==> src/rtl/tbm_pkg.sv <==
package tbm_pkg;
  localparam int OPW = 4;
  // select codes; the grouping (increment ops, then decrement ops) drives carry logic
  localparam logic [OPW-1:0] OP_XTR       = 4'd0;
  localparam logic [OPW-1:0] OP_INC_FIRST = 4'd1;
  localparam logic [OPW-1:0] OP_INC_LAST  = 4'd6;
  localparam logic [OPW-1:0] OP_DEC_FIRST = 4'd7;
  localparam logic [OPW-1:0] OP_DEC_LAST  = 4'd9;

  typedef struct packed {
    logic zf;
    logic sf;
    logic pf;
    logic of;
    logic cf;
    logic af;
  } tbm_flags_t;
endpackage

==> src/rtl/tbm_extract.sv <==
module tbm_extract #(
  parameter int W  = 32,
  parameter int FW = 8
) (
  input  logic [W-1:0]  x,
  input  logic [FW-1:0] start,
  input  logic [FW-1:0] len,
  output logic [W-1:0]  y
);
  logic [W-1:0] shifted;
  logic [W-1:0] keep;
  logic [W-1:0] ones;

  always_comb begin
    ones = '1;
    if (int'(start) >= W) shifted = '0;
    else                  shifted = x >> start;
    if (int'(len) >= W)   keep = '1;
    else                  keep = ~(ones << len);
    y = shifted & keep;
  end
endmodule

==> src/rtl/tbm_trail.sv <==
module tbm_trail
  import tbm_pkg::*;
#(
  parameter int W = 32
) (
  input  logic [OPW-1:0] op,
  input  logic [W-1:0]   x,
  output logic [W-1:0]   y,
  output logic           cf
);
  logic         use_dec;
  logic [W-1:0] step_add;
  logic [W-1:0] step;
  logic         co;

  // one adder: +1 for increment ops, +all-ones (i.e. -1) for decrement ops
  always_comb begin
    use_dec  = (op >= OP_DEC_FIRST);
    step_add = use_dec ? {W{1'b1}} : {{(W-1){1'b0}}, 1'b1};
    {co, step} = {1'b0, x} + {1'b0, step_add};
  end

  always_comb begin
    case (op)
      4'd1:    y = step & x;
      4'd2:    y = ~step | x;
      4'd3:    y = step & ~x;
      4'd4:    y = step ^ x;
      4'd5:    y = step | x;
      4'd6:    y = step | ~x;
      4'd7:    y = step | x;
      4'd8:    y = step | ~x;
      4'd9:    y = step & ~x;
      default: y = '0;
    endcase
    // increment wraps (carry out) only for all-ones; decrement borrows only for zero
    cf = use_dec ? ~co : co;
  end
endmodule

==> src/rtl/tbm_flags.sv <==
module tbm_flags
  import tbm_pkg::*;
#(
  parameter int W = 32
) (
  input  logic [W-1:0] y,
  input  logic         cf_in,
  input  logic         legal,
  output tbm_flags_t   f
);
  always_comb begin
    f = '0;
    if (legal) begin
      f.zf = ~|y;
      f.sf = y[W-1];
      f.pf = ~^y[7:0];
      f.cf = cf_in;
    end
  end
endmodule

==> src/rtl/tbm_alu.sv <==
module tbm_alu
  import tbm_pkg::*;
#(
  parameter int W    = 32,
  parameter int CW   = 16,
  parameter int PIPE = 1
) (
  input  logic            clk,
  input  logic            rst,
  input  logic [OPW-1:0]  op_sel,
  input  logic [W-1:0]    src,
  input  logic [CW-1:0]   ctrl,
  output logic [W-1:0]    result,
  output logic [2*W-1:0]  result_zx,
  output logic            flag_zf,
  output logic            flag_sf,
  output logic            flag_pf,
  output logic            flag_of,
  output logic            flag_cf,
  output logic            flag_af,
  output logic            illegal_op
);
  localparam int FW = CW / 2;

  logic [W-1:0] xtr_y, trl_y, sel_y;
  logic         trl_cf, sel_cf, legal;
  tbm_flags_t   fl_d;

  tbm_extract #(.W(W), .FW(FW)) u_xtr (
    .x(src), .start(ctrl[FW-1:0]), .len(ctrl[CW-1:FW]), .y(xtr_y)
  );

  tbm_trail #(.W(W)) u_trl (
    .op(op_sel), .x(src), .y(trl_y), .cf(trl_cf)
  );

  always_comb begin
    legal  = (op_sel <= OP_DEC_LAST);
    sel_y  = '0;
    sel_cf = 1'b0;
    if (op_sel == OP_XTR) begin
      sel_y = xtr_y;
    end else if (legal) begin
      sel_y  = trl_y;
      sel_cf = trl_cf;
    end
  end

  tbm_flags #(.W(W)) u_flg (
    .y(sel_y), .cf_in(sel_cf), .legal(legal), .f(fl_d)
  );

  logic [W-1:0] res_q;
  tbm_flags_t   fl_q;
  logic         ill_q;

  generate
    if (PIPE != 0) begin : g_reg
      always_ff @(posedge clk) begin
        if (rst) begin
          res_q <= '0;
          fl_q  <= '0;
          ill_q <= 1'b0;
        end else begin
          res_q <= sel_y;
          fl_q  <= fl_d;
          ill_q <= ~legal;
        end
      end
    end else begin : g_comb
      assign res_q = sel_y;
      assign fl_q  = fl_d;
      assign ill_q = ~legal;
    end
  endgenerate

  assign result     = res_q;
  assign result_zx  = {{W{1'b0}}, res_q};
  assign flag_zf    = fl_q.zf;
  assign flag_sf    = fl_q.sf;
  assign flag_pf    = fl_q.pf;
  assign flag_of    = fl_q.of;
  assign flag_cf    = fl_q.cf;
  assign flag_af    = fl_q.af;
  assign illegal_op = ill_q;
endmodule

==> config.mk <==
export PLATFORM = sky130hd
export DESIGN_NAME = tbm_alu
export DESIGN_NICKNAME = d
export VERILOG_FILES = /design/src/rtl/tbm_pkg.sv /design/src/rtl/tbm_extract.sv /design/src/rtl/tbm_trail.sv /design/src/rtl/tbm_flags.sv /design/src/rtl/tbm_alu.sv
export SDC_FILE = /design/constraint.sdc
export NUM_CORES = 1
export LEC_CHECK = 0
export CORE_MARGIN = 3
export CORE_UTILIZATION = 37
export CTS_CLUSTER_SIZE = 28
export DETAILED_ROUTE_END_ITERATION = 12
export PLACE_DENSITY_LB_ADDON = 0.15
export SLEW_MARGIN = 20
export SYNTH_ARGS = -nofsm -noshare
export SYNTH_HDL_FRONTEND = slang
export SYNTH_SLANG_ARGS = --single-unit
==> constraint.sdc <==
create_clock -name clk -period 7.94 [get_ports clk]
set_clock_uncertainty 0.05 [all_clocks]
set_input_delay 1.985 -clock clk [delete_from_list [all_inputs] [get_ports clk]]
set_output_delay 1.985 -clock clk [all_outputs]
set_load 0.005 [all_outputs]
; ---- Word-level counts from Yosys, hierarchy flattened
; Cells that the tools add are included.
[totals]
in_bits = 54
reg_bits = 39
[op_classes]
n_eq_ne = 9
n_reduce_logical = 9
magnitude_cmp = 4
shift = 2
addsub = 1
mux = 7
bitwise = 12
[op_table]
columns = op, n
row1 = $pmux W32 S6, 1
row2 = $mux W32, 5
row3 = $and A32 B32 Y32, 3
row4 = $not A32 Y32, 3
row5 = $or A32 B32 Y32, 3
row6 = $add A32 B32 Y33, 1
row7 = $reduce_or A32 Y1, 1
row8 = $shl A32 B8 Y32 const A, 1
row9 = $shr A32 B8 Y32, 1
row10 = $xor A32 B32 Y32, 1
row11 = $eq A4 B3 Y1 const B, 4
row12 = $ge A8 B6 Y1 const B, 2
row13 = $eq A4 B2 Y1 const B, 2
row14 = $eq A4 B4 Y1 const B, 2
row15 = $reduce_or A2 Y1, 4
row16 = $reduce_xnor A8 Y1, 1
row17 = $eq A4 B1 Y1 const B, 1
row18 = $ge A4 B3 Y1 const B, 1
row19 = $le A4 B4 Y1 const B, 1
row20 = $logic_not A4 Y1, 1
row21 = $reduce_or A3 Y1, 1
row22 = $not A1 Y1, 2
row23 = $logic_not A1 Y1, 1
row24 = $mux W1, 1

; ---- Depth between registers and ports, before layout
[depth]
depth_word = 10
mapped_depth = 28

; ---- Modules after synthesis
; From an unflattened synthesis, not the netlist that was laid out.
[hier_totals]
cells_unflattened = 1180
area_unflattened_um2 = 8664.6
[modules_own_cells]
columns = mod, area_each_um2, cells_each, instances
row1 = tbm_trail, 4433.0, 656, 1
row2 = tbm_extract, 2035.7, 297, 1
row3 = tbm_alu, 1974.4, 195, 1
row4 = tbm_flags, 221.5, 32, 1

; ---- Least setup slack after synthesis
; OpenSTA, ideal clock, no wires.
[synth_path]
kind = in2reg
start = input op_sel[1]
end = register fl_q (netlist bit flag_zf)
required_ns = 7.829
n_path_buf = 6
t_arrival_ns = 7.937
setup_slack_ns = -0.108
cell_stages = 28
setup_time_ns = 0.061
path_cell_list = buf_2 > buf_2 > buf_2 > buf_2 > buf_1 > clkbuf_1 > nand3_1 > nand2_1 > ha_1 > and2_1 > a221oi_2 > nand2_1 > a21o_1 > a21oi_1 > xor2_1 > inv_1 > ha_1 > nor2_1 > a21oi_1 > o22ai_1 > a2111oi_0 > ha_1 > nand4_1 > a2111oi_0 > and4_1 > and4_1 > and4_1 > and4_1
[synth_between]
elab_chain_cells = 10
word_cells_on_any_way = 31
[synth_lines]
columns = element, line_no
row1 = from (decl), tbm_alu.sv:10  ; input logic [OPW-1:0] op_sel,
row2 = $ge A4 B3 Y1, tbm_trail.sv:18  ; use_dec = (op >= OP_DEC_FIRST);
row3 = $mux W32, tbm_trail.sv:19  ; step_add = use_dec ? {W{1'b1}} : {{(W-1){1'b0}}, 1'b1};
row4 = $add A32 B32 Y33, tbm_trail.sv:20  ; {co, step} = {1'b0, x} + {1'b0, step_add};
row5 = $not A32 Y32, tbm_trail.sv:26  ; 4'd2: y = ~step | x;
row6 = $or A32 B32 Y32, tbm_trail.sv:26
row7 = $pmux W32 S6, tbm_trail.sv:24  ; case (op)
row8 = $mux W32, tbm_alu.sv:43  ; end else if (legal) begin
row9 = $mux W32, tbm_alu.sv:41  ; if (op_sel == OP_XTR) begin
row10 = $reduce_or A32 Y1, tbm_flags.sv:14  ; f.zf = ~|y;
row11 = $logic_not A1 Y1, tbm_flags.sv:14
row12 = to (signal assigned), tbm_alu.sv:66  ; fl_q <= fl_d;
row13 = to (decl), tbm_alu.sv:54  ; tbm_flags_t fl_q;
; Parallel ways exist; a longest one is shown, timed or not.
; A chain may end at the register's enable or synchronous reset.

; ---- Worst setup path after layout
[layout_path]
start = input op_sel[2]
end = register fl_q (netlist bit flag_zf)
; The elaborated chain is that of the path after synthesis.

==> summary.txt <==
Chip Width: 158 um
Rel. slew slack: 0.315
DRT iter0 DRCs: 873
Top_reg_cell synth: dfxtp_1
Startpoint types: input port
Post-synthesis cell area: 8580 sq um
Yosys top cell area share: 0.106
Initial antenna violation count: 0
#FFs+latches synth: 37
Fin crit period: 7.36 ns
Distinct cells, synth: 85
CTS Buf Count: 5
Clock Sinks: 37
Resized cells post-CTS: 0
Leakage: 0.00385 uW
Placed Area: 9500 sq um
H-tree depth: 2
Chip height: 158 um
P_int: 685 uW
CTS tree: built
Status: finished clean
Postcts setup bufs: 0
CORE AREA: 22700 sq um
RSZ-0062 raised after global routing: false
Data arrival time of the worst path: 7.54 ns
Mapped Cells: 1212
Switching share of total power: 0.442
Clock share of power: 0.195
Synth area leader: ha_1
Num rows: 55
IO Port Bufs: 122
Yosys warns: 0
CTS Hold Bufs: 0
Layout area overhead: 12.7%
Slowest stage delay, CP: 0.82 ns
Vias: 9414
Root Driver: clkbuf_16
Worst Tran Pin Value: 1.00 ns
GRT Overall Usage: 0.263
Critical path, cell by cell: clkdlybuf4s50_1 > nand3_1 > nand2_2 > ha_1 > and2_1 > a221oi_2 > nand2_1 > a21o_1 > a21oi_1 > xor2_1 > inv_1 > ha_1 > nor2_1 > a21oi_1 > o22ai_1 > a2111oi_0 > ha_1 > nand4_1 > a2111oi_0 > and4_1 > and4_1 > and4_1 > and4_1
Sw Pwr: 543 uW
Drt wl/cell: 22.3 um
Post-synth ARST share: 0
Maxcap violations: 0
Post-DR vias/cell: 6.19
Gr busiest metal: met2
Detail Route Antenna Nets: 0
Slew Limit Fails: 0
Final worst-path cycle share: 0.926
Starting Density: 0.378
Global-route wire length before repair: 51100 um
Data required, critical path: 8.12 ns
Fin nets: 1362
Final Hold Slack: 2.47 ns
Fmax: 0.136 GHz
Vias in the first global route: 8467
Setup_tns: 0 ns
Crit Path Category: in2reg
Antenna Cells: 0
RD Place Congestion: 0.955
Sequential-to-total area share from yosys stat: 0.0863
Post-DP HPWL: 27300 um
Worst min path class: in2reg
Crit end category: register
Met1 Use GR: 0.381
Power per cell area: 127 nW/um^2
Final setup violation count: 0
Total gr overflow: 0
Post-synth EDFFs: 0
Final non-filler cell area: 9670 sq um
Critical path's most frequent cell: and4_1
Global-route met3 utilization: 0.0283
Reg clk slew, reported paths: 0.06 ns
CP Capture Point: flag_zf
Power share of the combinational group: 0.629
Top Ports: 157
Largest net degree at the start of global routing: 60
M2 GR Usage: 0.407
WL final: 33900 um
Clock tree buffer depth: 2
Sequential share of power: 0.176
Layout cells sized above 1: 0.0607
Worst vdd ir: 0.0000919 V
Crit path from: op_sel[2]
Pre-Repair DR Iteration Count: 5
Syn Area/Cell: 7.08 sq um
Die Footprint: 25100 sq um
DRC errors left: 0
Final Hold Viols: 0
CP max FO: 6
Synth area leaders: ha_1 11%, dfxtp_1 8.6%, a21oi_1 6.4%
Slowest stage cell, crit path: a2111oi_0
synthesized netlist by cell type, drive strengths merged (5+ instances only):
| master | number |
|---|---|
| a31oi | 34 |
| a2111oi | 7 |
| nand2 | 83 |
| buf | 104 |
| dfxtp | 37 |
| nor3 | 30 |
| nand2b | 11 |
| nand4 | 16 |
| or3 | 5 |
| a311oi | 5 |
| ha | 73 |
| a2bb2oi | 6 |
| xnor2 | 37 |
| o21ai | 84 |
| clkbuf | 56 |
| a21oi | 110 |
| xor2 | 14 |
| a211oi | 25 |
| inv | 55 |
| a211o | 12 |
| a22oi | 6 |
| o211ai | 14 |
| o22ai | 30 |
| nor2b | 13 |
| and2 | 11 |
| o31ai | 12 |
| o2bb2ai | 6 |
| nor4 | 5 |
| mux2 | 10 |
| nand3 | 31 |
| a21o | 17 |
| o21a | 7 |
| mux2i | 32 |
| or4 | 5 |
| nor2 | 111 |
| and4 | 5 |
| o221ai | 7 |
| mux4 | 21 |
through the flow:
stage | cells | setup WS, ns | total power, uW | utilization
after floorplan | 1245 | 0.208 | 734 | -
after global placement | 1512 | 0.518 | 973 | 0.418
after detailed placement | 1512 | 0.374 | 977 | 0.418
after CTS | 1520 | 0.670 | 1220 | 0.426
after global routing | 1520 | 0.228 | 1320 | 0.426
final | 1520 | 0.584 | 1230 | 0.426
how the worst min path moves through the flow:
stage	cells past startpoint	slack (ns)	end	start
after global placement	1	2.65	flag_cf	flag_cf
after floorplan	3	2.21	result[7]	src[7]
after global routing	3	2.54	illegal_op	rst
after detailed placement	1	2.65	flag_cf	flag_cf
after CTS	3	2.48	result[24]	rst
final	3	2.47	result[24]	rst
layout by cell type (no fill, tap or decap), types with 6 or more instances in the layout:
| cell | netlist | final |
|---|---|---|
| a2111oi_0 | 6 | 6 |
| a211o_1 | 12 | 12 |
| a211oi_1 | 25 | 25 |
| a21o_1 | 17 | 17 |
| a21oi_1 | 109 | 109 |
| a22oi_1 | 6 | 6 |
| a31oi_1 | 33 | 33 |
| and2_1 | 9 | 9 |
| buf_4 | 67 | 20 |
| clkdlybuf4s50_1 | 0 | 118 |
| conb_1 | 1 | 34 |
| dfxtp_1 | 37 | 37 |
| ha_1 | 73 | 73 |
| inv_1 | 53 | 53 |
| mux2_2 | 7 | 7 |
| mux2i_1 | 32 | 32 |
| mux4_2 | 21 | 21 |
| nand2_1 | 83 | 82 |
| nand2b_1 | 11 | 11 |
| nand3_1 | 31 | 31 |
| nand4_1 | 16 | 16 |
| nor2_1 | 111 | 111 |
| nor2b_1 | 13 | 13 |
| nor3_1 | 30 | 30 |
| o211ai_1 | 14 | 14 |
| o21a_1 | 7 | 7 |
| o21ai_0 | 71 | 71 |
| o21ai_1 | 13 | 13 |
| o221ai_1 | 7 | 7 |
| o22ai_1 | 30 | 30 |
| o2bb2ai_1 | 6 | 6 |
| o31ai_1 | 11 | 11 |
| xnor2_1 | 37 | 37 |
| xor2_1 | 14 | 14 |
area by class of cell:
type	count	area (sq um)
multi-input cells	990	6830
fillers	2421	13000
repair buffers	142	1350
inverters	58	218
clock buffers	6	139
well taps	285	357
flip-flops and latches	37	741
clock inverters	2	37.5
kinds of logic after synthesis:
logic type,count (synthesis),share of synthesized area
simple gates,347,0.195
buf+inv,218,0.132
other cells,1,0.000437
xor+xnor,51,0.0521
fa+ha+maj,74,0.109
mux,63,0.106
compound gates,421,0.320
flops,37,0.0863
registers in the layout, indices dropped and copies added, names as in the netlist:
register	cells
flag_zf	1
result	32
flag_cf	1
illegal_op	1
flag_sf	1
flag_pf	1
power by group through the flow:
stage / Combinational [uW] / Clock [uW] / Sequential [uW]
finish: 773 / 239 / 216
CTS: 759 / 245 / 217
detailed placement: 756 / 0 / 221
global placement: 753 / 0 / 220
floorplan: 510 / 0 / 223
global route: 846 / 251 / 219
per-layer routing:
metal / part of all wire / wire (um) / vias to the layer above
li1: - / - / 4461
met1: 0.45 / 15300 / 4402
met2: 0.43 / 14700 / 485
met3: 0.081 / 2750 / 66
met4: 0.033 / 1120 / 0
met5: 0 / 0 / -
worst max-delay path: cells and delay by family:
kind / cells / cell delay (ns)
xor gates and xnor gates: 1 / 0.32
adders and majority gates: 3 / 0.87
buffers and inverters: 2 / 0.58
and+or+nand+nor: 10 / 1.69
AOI/OAI and AO/OA: 7 / 2.12
Note: power is estimated with default switching activity, not from simulation.
